==> src/rtl/nas_pkg.sv <==
package nas_pkg;
  typedef enum logic [1:0] {
    OP_NOP  = 2'd0,
    OP_COL  = 2'd1,
    OP_PAGE = 2'd2,
    OP_USER = 2'd3
  } op_e;

  typedef enum logic [1:0] {
    PH_IDLE,
    PH_SETUP,
    PH_LOW,
    PH_HIGH
  } ph_e;
endpackage

==> src/rtl/nas_addr_gen.sv <==
module nas_addr_gen
  import nas_pkg::*;
#(
  parameter int BCW  = 12,
  parameter int COLW = 16,
  parameter int BLKW = 26,
  parameter int PGW  = 6
) (
  input  op_e             op,
  input  logic            page_wide,
  input  logic [1:0]      addr_len,
  input  logic [BCW-1:0]  byte_count,
  input  logic [COLW-1:0] col_idx,
  input  logic [BLKW-1:0] blk_idx,
  input  logic [PGW-1:0]  pg_idx,
  input  logic [7:0]      user_byte,
  output logic [31:0]     addr_word,
  output logic [2:0]      nbytes,
  output logic            strobe_en
);
  localparam int PAW = BLKW + PGW;

  logic [PAW-1:0] page_val;
  assign page_val = {blk_idx, pg_idx};

  always_comb begin
    addr_word = 32'h0;
    nbytes    = 3'd1;
    strobe_en = 1'b1;
    unique case (op)
      OP_NOP: begin
        strobe_en = 1'b0;
      end
      OP_COL: begin
        addr_word = (byte_count == '0) ? 32'h0 : 32'(col_idx);
        nbytes    = page_wide ? 3'd2 : 3'd1;
      end
      OP_PAGE: begin
        addr_word = 32'(page_val);
        case (addr_len)
          2'd0:    nbytes = 3'd2;
          2'd1:    nbytes = 3'd3;
          default: nbytes = 3'd4;
        endcase
      end
      OP_USER: begin
        addr_word = 32'(user_byte);
      end
      default: ;
    endcase
  end
endmodule

==> src/rtl/nas_user_ptr.sv <==
module nas_user_ptr #(
  parameter int NUSR = 4,
  parameter int PTRW = $clog2(NUSR + 1)
) (
  input  logic              clk,
  input  logic              rst,
  input  logic              seq_start,
  input  logic              step,
  input  logic [8*NUSR-1:0] user_reg,
  output logic [7:0]        user_byte,
  output logic [PTRW-1:0]   wr_ptr
);
  localparam logic [PTRW-1:0] FULL = PTRW'(NUSR);

  logic [PTRW-1:0] ptr_q, ptr_eff;

  assign ptr_eff = seq_start ? '0 : ptr_q;
  assign wr_ptr  = ptr_q;

  always_comb begin
    user_byte = 8'h00;
    for (int i = 0; i < NUSR; i++) begin
      if (ptr_eff == PTRW'(i)) user_byte = user_reg[i*8 +: 8];
    end
  end

  always_ff @(posedge clk) begin
    if (rst) begin
      ptr_q <= '0;
    end else if (step && (ptr_eff < FULL)) begin
      ptr_q <= ptr_eff + 1'b1;
    end else begin
      ptr_q <= ptr_eff;
    end
  end

  // an accepted user step below the cap moves the pointer up by one
  assert_ptr_step_R7: assert property (@(posedge clk) disable iff (rst)
    (step && !seq_start && (ptr_q < FULL)) |=> (ptr_q == $past(ptr_q) + 1'b1));

  // the pointer never passes the last user byte
  assert_ptr_cap_R8: assert property (@(posedge clk) disable iff (rst)
    ptr_q <= FULL);

  // a sequence start without a step leaves the pointer at zero
  assert_ptr_clear_R9: assert property (@(posedge clk) disable iff (rst)
    (seq_start && !step) |=> (ptr_q == '0));
endmodule

==> src/rtl/nas_wr_timer.sv <==
module nas_wr_timer
  import nas_pkg::*;
#(
  parameter int TW = 4
) (
  input  logic          clk,
  input  logic          rst,
  input  logic          accept,
  input  logic          strobe_en,
  input  logic [2:0]    nbytes,
  input  logic [31:0]   addr_word,
  input  logic [TW-1:0] lo_cnt,
  input  logic [TW-1:0] hi_cnt,
  output logic          busy,
  output logic [7:0]    bus_data,
  output logic          ale,
  output logic          we_n,
  output logic          done
);
  ph_e           ph;
  logic [TW-1:0] tcnt, lo_q, hi_q;
  logic [2:0]    left;
  logic [31:0]   shift;
  logic          stb;

  function automatic logic [TW-1:0] clamp1(input logic [TW-1:0] x);
    return (x == '0) ? TW'(1) : x;
  endfunction

  assign busy = (ph != PH_IDLE);

  always_ff @(posedge clk) begin
    if (rst) begin
      ph       <= PH_IDLE;
      tcnt     <= '0;
      lo_q     <= TW'(1);
      hi_q     <= TW'(1);
      left     <= '0;
      shift    <= '0;
      stb      <= 1'b0;
      bus_data <= 8'h00;
      ale      <= 1'b0;
      we_n     <= 1'b1;
      done     <= 1'b0;
    end else begin
      done <= 1'b0;
      unique case (ph)
        PH_IDLE: begin
          if (accept) begin
            ph       <= PH_SETUP;
            shift    <= addr_word;
            left     <= nbytes;
            stb      <= strobe_en;
            lo_q     <= clamp1(lo_cnt);
            hi_q     <= clamp1(hi_cnt);
            bus_data <= strobe_en ? addr_word[7:0] : 8'h00;
            ale      <= strobe_en;
            we_n     <= 1'b1;
          end
        end
        PH_SETUP: begin
          ph   <= PH_LOW;
          tcnt <= lo_q - 1'b1;
          we_n <= ~stb;
        end
        PH_LOW: begin
          if (tcnt == '0) begin
            ph   <= PH_HIGH;
            tcnt <= hi_q - 1'b1;
            we_n <= 1'b1;
          end else begin
            tcnt <= tcnt - 1'b1;
          end
        end
        PH_HIGH: begin
          if (tcnt != '0) begin
            tcnt <= tcnt - 1'b1;
          end else if (left > 3'd1) begin
            ph       <= PH_SETUP;
            left     <= left - 1'b1;
            shift    <= shift >> 8;
            bus_data <= stb ? shift[15:8] : 8'h00;
          end else begin
            ph       <= PH_IDLE;
            ale      <= 1'b0;
            bus_data <= 8'h00;
            done     <= 1'b1;
          end
        end
        default: ph <= PH_IDLE;
      endcase
    end
  end

  // write enable only falls inside an address cycle
  assert_ale_with_we_R1: assert property (@(posedge clk) disable iff (rst)
    !we_n |-> ale);

  // the byte holds while write enable is low
  assert_data_stable_R1: assert property (@(posedge clk) disable iff (rst)
    (!we_n && !$past(we_n)) |-> $stable(bus_data));

  // a pause instruction raises no strobe
  assert_nop_quiet_R2: assert property (@(posedge clk) disable iff (rst)
    (busy && !stb) |-> (we_n && !ale));

  // done lasts one cycle and is never raised while busy
  assert_done_pulse_R10: assert property (@(posedge clk) disable iff (rst)
    done |=> !done);
  assert_done_idle_R10: assert property (@(posedge clk) disable iff (rst)
    done |-> !busy);
endmodule

==> src/rtl/nand_addr_seq.sv <==
module nand_addr_seq
  import nas_pkg::*;
#(
  parameter int BCW  = 12,
  parameter int COLW = 16,
  parameter int BLKW = 26,
  parameter int PGW  = 6,
  parameter int NUSR = 4,
  parameter int TW   = 4,
  localparam int PTRW = $clog2(NUSR + 1)
) (
  input  logic              clk,
  input  logic              rst,
  input  logic              seq_start,
  input  logic              instr_valid,
  input  logic [1:0]        instr_op,
  input  logic              page_wide,
  input  logic [1:0]        addr_len,
  input  logic [BCW-1:0]    byte_count,
  input  logic [COLW-1:0]   col_idx,
  input  logic [BLKW-1:0]   blk_idx,
  input  logic [PGW-1:0]    pg_idx,
  input  logic [8*NUSR-1:0] user_reg,
  input  logic [TW-1:0]     we_lo_cnt,
  input  logic [TW-1:0]     we_hi_cnt,
  output logic [7:0]        bus_data,
  output logic              ale,
  output logic              cle,
  output logic              we_n,
  output logic              busy,
  output logic              done,
  output logic [PTRW-1:0]   wr_ptr
);
  op_e         op;
  logic        accept, step, strobe_en;
  logic [7:0]  user_byte;
  logic [31:0] addr_word;
  logic [2:0]  nbytes;

  assign op     = op_e'(instr_op);
  assign accept = instr_valid && !busy;
  assign step   = accept && (op == OP_USER);
  assign cle    = 1'b0;

  nas_user_ptr #(.NUSR(NUSR), .PTRW(PTRW)) u_ptr (
    .clk       (clk),
    .rst       (rst),
    .seq_start (seq_start),
    .step      (step),
    .user_reg  (user_reg),
    .user_byte (user_byte),
    .wr_ptr    (wr_ptr)
  );

  nas_addr_gen #(.BCW(BCW), .COLW(COLW), .BLKW(BLKW), .PGW(PGW)) u_gen (
    .op         (op),
    .page_wide  (page_wide),
    .addr_len   (addr_len),
    .byte_count (byte_count),
    .col_idx    (col_idx),
    .blk_idx    (blk_idx),
    .pg_idx     (pg_idx),
    .user_byte  (user_byte),
    .addr_word  (addr_word),
    .nbytes     (nbytes),
    .strobe_en  (strobe_en)
  );

  nas_wr_timer #(.TW(TW)) u_tmr (
    .clk       (clk),
    .rst       (rst),
    .accept    (accept),
    .strobe_en (strobe_en),
    .nbytes    (nbytes),
    .addr_word (addr_word),
    .lo_cnt    (we_lo_cnt),
    .hi_cnt    (we_hi_cnt),
    .busy      (busy),
    .bus_data  (bus_data),
    .ale       (ale),
    .we_n      (we_n),
    .done      (done)
  );

  // a column accepted with a zero byte count starts with a zero byte
  assert_col_zero_R4: assert property (@(posedge clk) disable iff (rst)
    (accept && (op == OP_COL) && (byte_count == '0)) |=> (bus_data == 8'h00));

  // an accepted instruction makes the block busy on the next cycle
  assert_accept_busy_R10: assert property (@(posedge clk) disable iff (rst)
    accept |=> busy);
endmodule

==> config.mk <==
export PLATFORM = sky130hd
export DESIGN_NAME = nand_addr_seq
export DESIGN_NICKNAME = d
export VERILOG_FILES = /design/src/rtl/nas_pkg.sv /design/src/rtl/nas_addr_gen.sv /design/src/rtl/nas_user_ptr.sv /design/src/rtl/nas_wr_timer.sv /design/src/rtl/nand_addr_seq.sv
export SDC_FILE = /design/constraint.sdc
export NUM_CORES = 1
export LEC_CHECK = 0
export BUFFER_PORTS_ARGS = -buffer_cell sky130_fd_sc_hd__buf_2
export CORE_MARGIN = 2
export CORE_UTILIZATION = 52
export DETAILED_ROUTE_END_ITERATION = 16
export PLACE_DENSITY = 0.82
export SLEW_MARGIN = 10
export SYNTH_ARGS = -nofsm -noshare
export SYNTH_HDL_FRONTEND = slang
export SYNTH_HIERARCHICAL = 1
export SYNTH_SLANG_ARGS = --single-unit
==> constraint.sdc <==
create_clock -name clk -period 2.35 [get_ports clk]
set_input_delay 0.1175 -clock clk [delete_from_list [all_inputs] [get_ports clk]]
set_output_delay 0.1175 -clock clk [all_outputs]
set_load 0.005 [all_outputs]
Word-level counts from Yosys, hierarchy flattened
Cells that the tools add are included.
{ "word_totals": {"regBits": 64, "inputBits": 109, "output_inout_bits": 16} }
{ "classes": {"add_sub_neg": 5, "magnitude_cmp": 2, "eq_ne": 16, "mux": 44, "n_bitwise": 2, "n_reduce_logical": 25} }
{ "op_table": {"columns": ["cell", "count"], "rows": [
  ["32-bit two-way mux", 3],
  ["32-bit case mux with 3 select lines", 1],
  ["8-bit two-way mux", 9],
  ["32-bit case mux with 2 select lines", 1],
  ["3-bit case mux with 2 select lines", 3],
  ["16-bit two-way mux", 1],
  ["4-bit two-way mux", 4],
  ["8-bit case mux with 2 select lines", 1],
  ["3-bit two-way mux", 5],
  ["12-bit logical NOT", 1],
  ["4-bit logical NOT", 3],
  ["4-bit case mux with 3 select lines", 1],
  ["4-bit by 1-bit subtractor with 4-bit output, second input constant", 3],
  ["3-bit AND reduction", 3],
  ["2-bit equality test, second input constant", 4],
  ["1-bit two-way mux", 8],
  ["2-bit two-way mux", 4],
  ["2-bit case mux with 4 select lines", 1],
  ["4-bit AND reduction", 2],
  ["2-bit by 1-bit equality test with 1-bit output, second input constant", 3],
  ["3-bit by 2-bit equality test with 1-bit output, second input constant", 2],
  ["2-bit logical NOT", 3],
  ["2-bit by 1-bit inequality test with 1-bit output, second input constant", 3],
  ["2-bit inequality test, second input constant", 3],
  ["16 further kinds", 22]
]} }

Depth between registers and ports, before layout
Gate-level depths: netlist of the first run.
{ "logic_depth": {"word_depth": 10, "mapped_depth": 13} }

Modules after synthesis
Netlist of the first run, hierarchy kept.
{ "modules_own_cells": {"columns": ["module", "instances", "cells_per_inst", "area_per_inst_um2"], "rows": [
  ["nas_wr_timer", 1, 299, 2696.3],
  ["nas_user_ptr", 1, 86, 618.1],
  ["nas_addr_gen", 1, 66, 550.5],
  ["nand_addr_seq", 1, 4, 30.0]
]} }

Worst setup path before layout of the first run
Ideal clock, no wire load.
{ "synth_path": {"path_kind": "reg-to-reg", "from": "reg u_ptr.ptr_q[2] (netlist: u_ptr/wr_ptr[2])", "to": "reg u_tmr.bus_data[7]", "setup_ns": 0.091, "t_arrival_ns": 2.108, "slack_ns": 0.151, "path_stages_with_launch": 12, "n_path_buf": 3, "period_less_slack_ns": 2.199, "cell_sequence": "dfxtp_1 -> nor2b_4 -> inv_2 -> buf_6 -> ha_1 -> clkbuf_4 -> clkbuf_4 -> a222oi_1 -> a22oi_1 -> o2bb2ai_1 -> nand2_1 -> a311oi_1"} }
{ "synth_between": {"elab_chain_len": 10, "elab_cells_between_ends": 13, "cone_classes": "3 x eq/ne; 9 x mux; 1 x reduce/logical"} }
{ "synth_rtl": {"columns": ["item", "line_no", "source"], "rows": [
  ["start: declaration", "nas_user_ptr.sv:15", "logic [PTRW-1:0] ptr_q, ptr_eff;"],
  ["start signal: assignment", "nas_user_ptr.sv:31", "ptr_q <= ptr_eff + 1'b1;"],
  ["start signal: assignment", "nas_user_ptr.sv:33", "ptr_q <= ptr_eff;"],
  ["3-bit two-way mux *", "nas_user_ptr.sv:17", "assign ptr_eff = seq_start ? '0 : ptr_q;"],
  ["3-bit logical NOT", "nas_user_ptr.sv:23", "if (ptr_eff == PTRW'(i)) user_byte = user_reg[i*8 +: 8];"],
  ["8-bit two-way mux (3 in series)", "nas_user_ptr.sv:23", null],
  ["8-bit two-way mux *", "nas_user_ptr.sv:23", null],
  ["net user_byte[7]", "nand_addr_seq.sv:36", "logic [7:0] user_byte;"],
  ["32-bit case mux with 3 select lines *", "nas_addr_gen.sv:30", "unique case (op)"],
  ["net addr_word[7]", "nand_addr_seq.sv:37", "logic [31:0] addr_word;"],
  ["8-bit two-way mux *", "nas_wr_timer.sv:56", "bus_data <= strobe_en ? addr_word[7:0] : 8'h00;"],
  ["8-bit two-way mux *", "nas_wr_timer.sv:49", "if (accept) begin"],
  ["8-bit case mux with 2 select lines *", "nas_wr_timer.sv:47", "unique case (ph)"],
  ["end signal: assignment", "nas_wr_timer.sv:56", null],
  ["end signal: assignment", "nas_wr_timer.sv:82", "bus_data <= stb ? shift[15:8] : 8'h00;"],
  ["end: declaration", "nas_wr_timer.sv:15", "output logic [7:0] bus_data,"]
]} }
The timed path passes the listed nets; every way through them passes the cells marked *. The select of a mux whose other input is x is not followed.
A chain may end at the register's enable or synchronous reset.

Worst setup path after layout of the first run
{ "layout_path": {"from": "reg u_tmr.ph[0]", "to": "reg u_tmr.left[2]"} }
{ "layout_between": {"elab_chain_len": 5, "elab_cells_between_ends": 11, "cone_classes": "4 x eq/ne; 1 x mux; 6 x reduce/logical"} }
{ "layout_rtl": {"columns": ["item", "line_no", "source"], "rows": [
  ["start: declaration", "nas_wr_timer.sv:20", "ph_e ph;"],
  ["start signal: assignment", "nas_wr_timer.sv:34", "ph <= PH_IDLE;"],
  ["start signal: assignment", "nas_wr_timer.sv:50", "ph <= PH_SETUP;"],
  ["start signal: assignment", "nas_wr_timer.sv:62", "ph <= PH_LOW;"],
  ["2-bit nonzero test", "nas_wr_timer.sv:30", "assign busy = (ph != PH_IDLE);"],
  ["1-bit logical NOT", "nand_addr_seq.sv:41", "assign accept = instr_valid && !busy;"],
  ["1-bit logical AND", "nand_addr_seq.sv:41", null],
  ["net accept", "nand_addr_seq.sv:35", "logic accept, step, strobe_en;"],
  ["2-bit inequality test (no source line)", null, null],
  ["4-bit AND reduction (no source line)", null, null],
  ["end signal: assignment", "nas_wr_timer.sv:52", "left <= nbytes;"],
  ["end signal: assignment", "nas_wr_timer.sv:80", "left <= left - 1'b1;"],
  ["end: declaration", "nas_wr_timer.sv:22", "logic [2:0] left;"]
]} }
The timed path passes the listed nets, and every way through them passes these cells.

==> metrics.md, run 1 <==
| Metric | Value |
|---|---|
| Critical path's top delay family | `simple AND/OR/NAND/NOR gates` |
| Initial antenna violation count | `0` |
| Latest clock arrival within the worst-skew pair | `0.31 ns` |
| Nets | `700` |
| Top cells by count, synth | `56 x dfxtp_1, 37 x inv_1, 33 x nand2_1` |
| Met2 GRT Util | `42.0%` |
| Slew Viols, Final | `0` |
| Area contributors post-synth | `dfxtp_1 29%, ha_1 6.4%, mux2i_1 4.9%, inv_1 3.6%, a221oi_2 3.5%` |
| Yosys cell types | `64` |
| Final ANT Viol Nets | `0` |
| GRT overflow | `0` |
| Final hold violation count | `0` |
| Max Cap Violations | `0` |
| Hold Path End | `u_tmr/hi_q[1]$_SDFFE_PP0P_` |
| Reg2reg path depth | `9` |
| Met1 Resource Use GR | `30.7%` |
| Most used routing layer in global routing | `met2` |
| Worst-margin pin slew | `between 0.7 and 0.8 ns` |
| Buffers on Ports | `123` |
| Fillers | `593` |
| Critical path, cell by cell | `inv_1, ha_1, inv_1, and2b_2, mux2i_2, a221o_2, buf_8, nor4b_1, or3_1` |
| Post-Synth XOR/XNOR Area | `0.899%` |
| Reg2Reg Launch Point | `u_tmr/ph[0]$_SDFFE_PP0P_` |
| Vias in the first global route | `3540` |
| Pwr/cell area | `807 nW/um^2` |
| Min Clock Period, post-route | `2.23 ns` |
| Number of cell rows | `31` |
| Initial DRC count | `350` |
| GRT Overall Usage | `24.0%` |
| Syn Nets | `about 580` |
| Syn Area/Cell | `8.56 sq um` |
| Main combinational cell family by area after synthesis | `compound AO/OA/AOI/OAI gates` |
| N_diodes | `0` |
| First-pass GRT wire length | `16.5 mm` |
| Post-DP Area | `~4600 sq um` |
| GPL Wtd Cong | `0.904` |
| Via density | `around 5.8` |
| Die H | `90.5 um` |
| Fin crit share | `a little over nine tenths` |
| CP Buf/Inv Count | `3` |
| Post-Synth Simple-Gate Area | `20.0%` |
| CP max stage cell | `dfxtp_2` |
| Top Ports | `125` |
| Worst hold start | `we_hi_cnt[1]` |
| Routed len/inst | `15.3 um` |
| Sequential-to-total area share from yosys stat | `approximately 29%` |
| YS warnings | `6` |
| Min-delay worst type | `in -> reg` |
| Worst R2R Setup Slack | `0.12 ns` |
| Slew margin rel. | `52.5%` |
| Via count | `~3900` |
| Synth Area in Adders | `between 6 and 7%` |
| Post-synth ARST share | `0%` |
| Status | `finished clean` |
| Placed cell count | `659` |
| Lkg Pwr | `approximately 2.1 nW` |
| Area Overhead vs Synth | `22.9%` |
| Fraction of layout cells with a size suffix above 1 | `35.3%` |
| Fin area | `4790 sq um` |
| Initial core utilization | `53.7%` |
| Unrepaired setup endpoints after global routing | `false` |
| Clock slew seen by the registers of the worst setup and hold paths | `between 0.1 and 0.15 ns` |
| Inserted Clock Buffers | `5` |
| Die area | `8200 sq um` |
| Total Power Consumption | `~0.0039 W` |
| Crit end category | `register` |
| Max Freq | `about 0.45 GHz` |
| Skew final | `0.00922 ns` |
| WL final | `about 10 mm` |
| CTS tree | `built` |
| Max FO, Critical Path | `13` |
| CP most frequent cell | `inv_1` |
| Non-Filler Instances | `671` |
| Top-count cell post-synth | `dfxtp_1` |
| #FFs+latches synth | `56` |
| Crit Path Class | `reg -> reg` |
| Clock buffer depth | `2` |
| Cells after Synth | `455` |
| Met3 Use GR | `4.09%` |
| Die Width | `about 90 um` |
| Mapped Area | `3890 sq um` |
| Compound-Gate Fraction of Synth Area | `29.6%` |
| CP required | `2.55 ns` |
| Core Area | `approximately 7300 sq um` |
| Final setup fails | `0` |
| Most common flop cell mapped by yosys | `dfxtp_1` |
| Yosys top cell area share | `between 20% and 30%` |
| Crit start category | `register` |
| Critical path arrival | `between 2 and 2.5 ns` |
| CTS Hold Buffers Added | `0` |
| Yosys top cell by area | `dfxtp_1` |
| Max incr delay on CP | `about 0.37 ns` |
| # DRC | `0` |
| Number of synthesized flops with an enable pin | `0` |
| Peak VDD IR | `0.416 mV` |
| Reg2Reg Capture Point | `u_tmr/left[2]$_SDFFE_PP0P_` |
| TritonRoute pass-1 iters | `5` |
| Clock H-tree levels | `2` |
| Largest net degree at the start of global routing | `27` |
| Post-DP HPWL | `7.52 mm` |
| CTS root buffer | `clkbuf_8` |
| Mux contribution to synthesized area | `under 10%` |
| Clk sinks | `56` |
| Worst hold stages | `3` |
[worst max path at each step]
stage	from	end	slack (ns)	cells past startpoint
CTS	u_tmr/ph[0]$_SDFFE_PP0P_	u_tmr/left[2]$_SDFFE_PP0P_	0.01	9
global placement	u_ptr/wr_ptr[1]$_SDFF_PP0_	u_tmr/bus_data[2]$_SDFFE_PP0P_	0.02	10
detailed placement	u_ptr/wr_ptr[1]$_SDFF_PP0_	u_tmr/bus_data[2]$_SDFFE_PP0P_	-0.01	10
finish	u_tmr/ph[0]$_SDFFE_PP0P_	u_tmr/left[2]$_SDFFE_PP0P_	0.12	9
global route	u_ptr/wr_ptr[0]$_SDFF_PP0_	u_tmr/bus_data[2]$_SDFFE_PP0P_	0.01	10
floorplan	u_ptr/wr_ptr[2]$_SDFF_PP0_	u_tmr/bus_data[7]$_SDFFE_PP0P_	0.15	11
[worst min-delay path: stages]
cell and delay, ns:
buf_2 0.10, nand2_1 0.05, a21oi_1 0.05
[layout by cell type, fill, tap and decap left out, types with 5 or more instances in the layout]
master / count
nor2_1: 23
nor3_1: 8
o21ai_0: 25
a22o_2: 6
mux2i_1: 18
o2bb2ai_1: 8
a222oi_1: 8
a22oi_1: 8
nand4_1: 8
a221oi_2: 12
dfxtp_1: 53
nand2_1: 33
nor2b_1: 7
a21o_1: 9
buf_4: 19
ha_1: 16
a21oi_1: 26
buf_2: 123
clkbuf_8: 6
a22o_1: 10
and2b_2: 7
inv_1: 37
a31oi_1: 10
and2_1: 16
a221oi_1: 5
[logic make-up after synthesis]
kind of cell,count (synthesis)
DFF,56
other,1
adders and majority gates,20
AOI/OAI and AO/OA,150
muxes,19
and+or+nand+nor,131
buffers and inverters,74
xor gates and xnor gates,4
[sequential cells by signal, summed over array words and instances (netlist names), 2 cells and up]
signal and flops:
u_tmr/shift 24, u_tmr/bus_data 8, u_tmr/hi_q 4, u_tmr/lo_q 4
u_tmr/tcnt 4, u_ptr/wr_ptr 3, u_tmr/left 3, u_tmr/ph 2
[per-layer routing]
metal	wire, um	part of all wire [%]
met1	4280	42
met2	5140	50
met3	723	7.0
met4	116	1.1
met5	0	0
[what timing repair did]
item	4_1_cts	5_1_grt
setup endpoints to repair	17	31
resized for setup	3	19
gates cloned	0	1
pin swaps	0	1
setup buffers	0	3
[final cells by class]
class / instances / area [sq um] / area share, %
Timing Repair Buffer: 144 / 785 / 16.4
Tap cell: 99 / 124 / 2.59
Clock inverter: 2 / 17.5 / 0.366
Clock buffer: 6 / 82.6 / 1.72
Inverter: 38 / 143 / 2.98
Multi-Input combinational cell: 326 / 2510 / 52.5
Sequential cell: 56 / 1120 / 23.5
[stage by stage]
| stage | util (%) | worst slack [ns] | TNS (ns) | hold WS [ns] |
|---|---|---|---|---|
| 2_1_floorplan | - | 0.151 | 0 | 0.187 |
| 3_3_place_gp | 62.8 | 0.0243 | 0 | 0.370 |
| 3_5_place_dp | 62.8 | -0.00984 | -0.00984 | 0.376 |
| 4_1_cts | 64.3 | 0.0145 | 0 | 0.0326 |
| 5_1_grt | 66.0 | 0.0136 | 0 | 0.0309 |
| 6_report | 66.0 | 0.119 | 0 | 0.0372 |
[power breakdown]
part / internal [W] / switching [W]
clock network: 0.000248 / 0.000338
logic: 0.000798 / 0.00108
registers: 0.00120 / 0.000202
total: 0.00225 / 0.00162
Power figures use the tool's default switching activity.
==> run 2: changes to the inputs <==
--- a/config.mk
+++ b/config.mk
@@ -5,11 +5,12 @@
 export SDC_FILE = /design/constraint.sdc
 export NUM_CORES = 1
 export LEC_CHECK = 0
+export ABC_AREA = 1
 export BUFFER_PORTS_ARGS = -buffer_cell sky130_fd_sc_hd__buf_2
 export CORE_MARGIN = 2
-export CORE_UTILIZATION = 52
+export CORE_UTILIZATION = 53
 export DETAILED_ROUTE_END_ITERATION = 16
-export PLACE_DENSITY = 0.82
+export PLACE_DENSITY = 0.83
 export SLEW_MARGIN = 10
 export SYNTH_ARGS = -nofsm -noshare
 export SYNTH_HDL_FRONTEND = slang
==> constraint.sdc (replaced) <==
create_clock -name clk -period 2.3 [get_ports clk]
set_input_delay 0.115 -clock clk [delete_from_list [all_inputs] [get_ports clk]]
set_output_delay 0.115 -clock clk [all_outputs]
set_load 0.005 [all_outputs]
==> metrics.md, run 2 <==
| Metric | Value |
|---|---|
| Pwr/cell area | `830 nW/um^2` |
| Sequential-to-total area share from yosys stat | `26.6%` |
| #FFs+latches synth | `56` |
| Number of synthesized flops with an enable pin | `0` |
| Fin crit share | `about nine tenths` |
| Post-CTS Setup Inserts | `0` |
| Crit Path Class | `reg -> reg` |
| Clock H-tree levels | `2` |
| Most common cell after layout, fill and taps aside | `nand2_1` |
| Mapped Area | `4210 sq um` |
| Post-DP HPWL | `8.56 mm` |
| Unrepaired setup endpoints after global routing | `false` |
| Reg2reg path depth | `16` |
| Min Clock Period, post-route | `2.05 ns` |
| Inserted Clock Buffers | `5` |
| Yosys top cell by area | `dfxtp_1` |
| Most frequent cells in the layout | `214 x nand2_1, 123 x buf_2, 94 x inv_1` |
| CP Buf/Inv Count | `3` |
| Clk sinks | `56` |
| Yosys cell types | `38` |
| Slew margin rel. | `39.8%` |
| Buffers on Ports | `123` |
| Crit start category | `register` |
| Crit end category | `register` |
| Die area | `8680 sq um` |
| Vias in the first global route | `4350` |
| Latest clock arrival within the worst-skew pair | `0.31 ns` |
| Reg area | `1120 sq um` |
| Slew Viols, Final | `0` |
| Via density | `5.11` |
| GPL Wtd Cong | `0.873` |
| Via count | `4673` |
| CP max stage cell | `dfxtp_1` |
| Worst R2R Setup Slack | `0.25 ns` |
| CTS root buffer | `clkbuf_8` |
| Biggest register | `u_tmr/shift` |
| GRT Overall Usage | `26.0%` |
| CP required | `2.55 ns` |
| Largest register FFs | `24` |
| Max incr delay on CP | `0.36 ns` |
| Peak VDD IR | `0.408 mV` |
| Setup TNS | `0 ns` |
| Cells after Synth | `701` |
| Crit path depth | `16` |
| Non-Filler Instances | `914` |
| # DRC | `0` |
| Top cells by count, synth | `215 x nand2_1, 96 x inv_1, 84 x nor2_1` |
| Core Area | `7730 sq um` |
| Final ANT Viol Nets | `0` |
| Biggest registers after layout | `u_tmr/shift: 24 flops, u_tmr/bus_data: 8 flops` |
| Hold Path End | `u_tmr/lo_q[0]$_SDFFE_PP1P_` |
| N_diodes | `0` |
| Routed len/inst | `~12 um` |
| Initial core utilization | `a little over half` |
| Min-delay worst type | `in -> reg` |
| Placed cell count | `907` |
| Reg2Reg Capture Point | `u_tmr/bus_data[3]$_SDFFE_PP0P_` |
| Die Width | `between 90 and 100 um` |
| Fraction of layout cells with a size suffix above 1 | `22.3%` |
| Worst hold start | `we_lo_cnt[0]` |
| Fillers | `716` |
| Final Util | `64.7%` |
| Die H | `93.2 um` |
| Area of the multi-input gates | `2500 sq um` |
| Critical path's top delay family | `simple AND/OR/NAND/NOR gates` |
| Skew final | `0.00865 ns` |
| Most common flop cell mapped by yosys | `dfxtp_1` |
| Syn Area/Cell | `6.01 sq um` |
| Yosys top cell area share | `26.6%` |
| Initial antenna violation count | `0` |
| Syn Nets | `830` |
| Area contributors post-synth | `dfxtp_1 27%, nand2_1 19%, inv_1 8.6%, nor2_1 7.5%, ha_1 5.9%` |
| Total Power Consumption | `around 0.0041 W` |
| Final hold violation count | `0` |
| Nets | `942` |
| TritonRoute pass-1 iters | `6` |
| Critical path arrival | `2.29 ns` |
| Critical path, cell by cell | `inv_1, nor2_4, inv_1, ha_4, nor2_1, nand3_1, nand2_1, nand2_1, nand2_1, a22o_1, inv_1, a21oi_1, nand3_1, o21ai_0, nor2_1, nor2_1` |
| Largest net degree at the start of global routing | `28` |
| Area Overhead vs Synth | `18.6%` |
| WL final | `11.3 mm` |
| Initial DRC count | `257` |
| GRT overflow | `0` |
| Reg2Reg Launch Point | `u_ptr/wr_ptr[1]$_SDFF_PP0_` |
| Max Freq | `0.489 GHz` |
| YS warnings | `6` |
| Final setup fails | `0` |
| Post-synth ARST share | `0%` |
| CTS tree | `built` |
| Max Cap Violations | `0` |
| Worst hold stages | `2` |
| Worst-margin pin slew | `0.903 ns` |
| First-pass GRT wire length | `18.7 mm` |
| Clock slew seen by the registers of the worst setup and hold paths | `0.10 ns` |
| Max FO, Critical Path | `16` |
| Number of cell rows | `32` |
| Status | `finished clean` |
| Top-count cell post-synth | `nand2_1` |
| Lkg Pwr | `approximately 2.6 nW` |
| Clock buffer depth | `2` |
| Top Ports | `between 100 and 150` |
==> run 2: metal layers <==
| layer | share of wire, % | wire (um) | track usage [%] | vias to the layer above |
|---|---|---|---|---|
| li1 | - | - | - | 2400 |
| met1 | 44 | 4920 | 32.2 | 2099 |
| met2 | 49 | 5530 | 46.8 | 149 |
| met3 | 5.5 | 627 | 4.11 | 25 |
| met4 | 2.0 | 225 | 7.23 | 0 |
| met5 | 0 | 0 | 0 | - |
==> run 2: power by group <==
group / switching, W / leakage (nW) / internal, W
combinational: 0.00129 / 2.14 / 0.000819
clock: 0.000321 / 0.0501 / 0.000314
sequential: 0.000161 / 0.458 / 0.00124
==> run 2: area by class of cell <==
cell class	instances	area share (%)
multi-input cells	508	50.1
flip-flops and latches	56	22.4
repair buffers	142	15.5
inverters	100	7.51
well taps	102	2.55
clock buffers	5	1.38
clock inverters	1	0.601
==> run 2: metrics by stage <==
| stage | setup slack [ns] | hold slack [ns] | cell area [sq um] |
|---|---|---|---|
| 2_1_floorplan | 0.289 | 0.184 | 4210 |
| 3_3_place_gp | 0.150 | 0.321 | 4870 |
| 3_5_place_dp | 0.0251 | 0.325 | 4870 |
| 4_1_cts | 0.00843 | 0.00233 | 4970 |
| 5_1_grt | 0.00980 | 0.0233 | 5000 |
| 6_report | 0.253 | 0.00792 | 5000 |
==> run 2: cell families after synthesis <==
group	count (synthesis)	share of synthesized area, %
adders and majority gates	20	5.94
other	1	0.0890
and+or+nand+nor	384	38.3
AOI/OAI and AO/OA	102	14.3
DFF	56	26.6
xor gates and xnor gates	1	0.208
buffers and inverters	137	14.6
==> run 2: timing repair <==
action	CTS	global route
endpoints found under the setup margin	0	8
gates resized for setup	0	9
endpoints found under the hold margin	1	0
hold buffers	1	0
==> run 2: worst reg2reg max path: stages (launching register included) <==
cell and delay, ns:
dfxtp_1 0.36, inv_1 0.08, nor2_4 0.11, inv_1 0.09, ha_4 0.22, nor2_1 0.11, nand3_1 0.08, nand2_1 0.13
nand2_1 0.06, nand2_1 0.06, a22o_1 0.12, inv_1 0.04, a21oi_1 0.14, nand3_1 0.11, o21ai_0 0.12, nor2_1 0.07
nor2_1 0.09
==> run 2: worst max path at each step <==
stage                                from                             end
6_report       u_ptr/wr_ptr[1]$_SDFF_PP0_  u_tmr/bus_data[3]$_SDFFE_PP0P_
5_1_grt        u_ptr/wr_ptr[1]$_SDFF_PP0_  u_tmr/bus_data[4]$_SDFFE_PP0P_
4_1_cts        u_ptr/wr_ptr[1]$_SDFF_PP0_  u_tmr/bus_data[3]$_SDFFE_PP0P_
3_5_place_dp   u_ptr/wr_ptr[1]$_SDFF_PP0_  u_tmr/bus_data[3]$_SDFFE_PP0P_
3_3_place_gp   u_ptr/wr_ptr[1]$_SDFF_PP0_  u_tmr/bus_data[3]$_SDFFE_PP0P_
2_1_floorplan  u_ptr/wr_ptr[1]$_SDFF_PP0_  u_tmr/bus_data[0]$_SDFFE_PP0P_
==> run 3: changes to the inputs <==
--- a/config.mk
+++ b/config.mk
@@ -11,6 +11,7 @@
 export CORE_UTILIZATION = 53
 export DETAILED_ROUTE_END_ITERATION = 16
 export PLACE_DENSITY = 0.83
+export RECOVER_POWER = 25
 export SLEW_MARGIN = 10
 export SYNTH_ARGS = -nofsm -noshare
 export SYNTH_HDL_FRONTEND = slang
==> metrics.md, run 3 (synthesized netlist as in run 2, its figures left out) <==
| Metric | Value |
|---|---|
| DR WL met2 | `5.48 mm` |
| Register share of total power | `34.1%` |
| Skew final | `0.0138 ns` |
| Clock buffer depth | `2` |
| Slew Viols, Final | `0` |
| Largest net degree at the start of global routing | `28` |
| WL final | `between 10 and 15 mm` |
| Sw Pwr | `around 0.0018 W` |
| Final setup fails | `0` |
| Peak VDD IR | `0.408 mV` |
| Logic pwr share | `50.6%` |
| Nets | `between 900 and 1000` |
| Critical path's top delay family | `simple AND/OR/NAND/NOR gates` |
| Final hold violation count | `0` |
| Min-delay worst type | `in -> reg` |
| Number of cell rows | `32` |
| CP required | `2.55 ns` |
| Switching share of total power | `42.9%` |
| Initial antenna violation count | `0` |
| Initial DRC count | `249` |
| Fraction of layout cells with a size suffix above 1 | `a little over a fifth` |
| N_diodes | `0` |
| Vias in the first global route | `4350` |
| Max incr delay on CP | `~0.36 ns` |
| Critical path, cell by cell | `inv_1, nor2_4, inv_1, ha_4, nor2_1, nand3_1, nand2_1, nand2_1, nand2_1, a22o_1, inv_1, a21oi_1, nand3_1, o21ai_0, nor2_1, nor2_1` |
| Crit Path Class | `reg -> reg` |
| Critical path arrival | `2.28 ns` |
| Top Ports | `125` |
| Met3 WL | `just over 600 um` |
| Max Freq | `slightly below 0.5 GHz` |
| Max layer used | `met4` |
| Pwr/cell area | `slightly above 800 nW/um^2` |
| Inserted Clock Buffers | `5` |
| # DRC | `0` |
| Worst-margin pin slew | `0.924 ns` |
| CP Buf/Inv Count | `3` |
| Post-DP Area | `4870 sq um` |
| Slew margin rel. | `between 30% and 40%` |
| Met1 WL | `approximately 5 mm` |
| CTS root buffer | `clkbuf_8` |
| Clock share of power | `approximately 15%` |
| Largest register FFs | `24` |
| Fin crit share | `slightly below 90%` |
| Min Clock Period, post-route | `2.04 ns` |
| GRT overflow | `0` |
| Biggest register | `u_tmr/shift` |
| Die H | `93.2 um` |
| Core Area | `7730 sq um` |
| Buffers on Ports | `roughly 120` |
| Clk sinks | `56` |
| Lkg Pwr | `2.62 nW` |
| Unrepaired setup endpoints after global routing | `false` |
| Crit end category | `register` |
| Post-DP HPWL | `approximately 8.6 mm` |
| Most frequent cells in the layout | `214 x nand2_1, 118 x buf_2, 94 x inv_1` |
| Clock H-tree levels | `2` |
| Crit start category | `register` |
| Initial core utilization | `a little over half` |
| DP Worst Slack | `roughly 0.025 ns` |
| Area Overhead vs Synth | `18.3%` |
| Via density | `a little over 5` |
| Final ANT Viol Nets | `0` |
| Post-CTS Setup Inserts | `0` |
| CP max stage cell | `dfxtp_1` |
| Pint | `0.00236 W` |
| GRT Overall Usage | `26.0%` |
| First-pass GRT wire length | `18.7 mm` |
| CTS tree | `built` |
| Via count | `around 4600` |
| GPL Wtd Cong | `0.873` |
| Biggest registers after layout | `u_tmr/shift: 24 flops, u_tmr/bus_data: 8 flops` |
| Clock slew seen by the registers of the worst setup and hold paths | `0.11 ns` |
| Die Width | `93.2 um` |
| Setup ws final | `0.261 ns` |
| Latest clock arrival within the worst-skew pair | `0.31 ns` |
| Max FO, Critical Path | `16` |
| TritonRoute pass-1 iters | `7` |
| Status | `finished clean` |
| Routed len/inst | `12.3 um` |
| Setup TNS | `0 ns` |
| Die area | `8680 sq um` |
| Most common cell after layout, fill and taps aside | `nand2_1` |
| Max Cap Violations | `0` |
| Fin area | `roughly 5000 sq um` |
==> run 3: path summary, 6_finish.rpt <==
check	startpoint	end	slack, ns	cells after the start
setup / recovery	u_ptr/wr_ptr[1]$_SDFF_PP0_	u_tmr/bus_data[4]$_SDFFE_PP0P_	0.26	16
hold / removal	we_lo_cnt[0]	u_tmr/lo_q[0]$_SDFFE_PP1P_	0.006	2
setup reg to reg	u_ptr/wr_ptr[1]$_SDFF_PP0_	u_tmr/bus_data[4]$_SDFFE_PP0P_	0.26	16
hold reg to reg	u_tmr/we_n$_SDFFE_PP1P_	u_tmr/we_n$_SDFFE_PP1P_	0.47	2
==> run 3: what timing repair did <==
| item | 4_1_cts | 5_1_grt |
|---|---|---|
| setup endpoints to repair | 0 | 8 |
| hold buffers | 1 | 0 |
| resized for setup | 0 | 9 |
| endpoints found under the hold margin | 1 | 0 |
==> run 3: per-stage QoR <==
stage          utilization (%)  total power [W]  hold slack (ns)  instances
6_report                  64.5          0.00413          0.00577        914
2_1_floorplan                -          0.00289            0.184        701
4_1_cts                   64.4          0.00413          0.00233        914
5_1_grt                   64.5          0.00446           0.0233        914
3_5_place_dp              63.0          0.00349            0.325        907
3_3_place_gp              63.0          0.00340            0.321        907
==> run 3: power groups by stage <==
stage	Combinational [W]	Sequential (W)	Clock (W)
5_1_grt	0.00236	0.00144	0.000666
4_1_cts	0.00208	0.00140	0.000641
3_3_place_gp	0.00199	0.00141	0
3_5_place_dp	0.00206	0.00142	0
2_1_floorplan	0.00151	0.00139	0
6_report	0.00209	0.00141	0.000633
==> run 3: layer usage <==
layer  up-vias  GRT usage, %
met4         0          7.23
met5         -             0
met2       143          46.8
met3        21          4.11
met1      2081          32.2
li1       2399             -
==> run 3: cell type report <==
| class | count | area (sq um) |
|---|---|---|
| Multi-Input combinational cell | 508 | 2500 |
| Tap cell | 102 | 128 |
| Fill cell | 718 | 2740 |
| Inverter | 100 | 375 |
| Clock buffer | 5 | 68.8 |
| Clock inverter | 1 | 30.0 |
| Sequential cell | 56 | 1120 |
| Timing Repair Buffer | 142 | 763 |
==> run 3: worst reg2reg max path: stages (launching register included) <==
cell and delay [ns]:
dfxtp_1 0.36, inv_1 0.08, nor2_4 0.11, inv_1 0.09, ha_4 0.23, nor2_1 0.12, nand3_1 0.08, nand2_1 0.11
nand2_1 0.06, nand2_1 0.06, a22o_1 0.14, inv_1 0.04, a21oi_1 0.15, nand3_1 0.10, o21ai_0 0.11, nor2_1 0.06
nor2_1 0.09
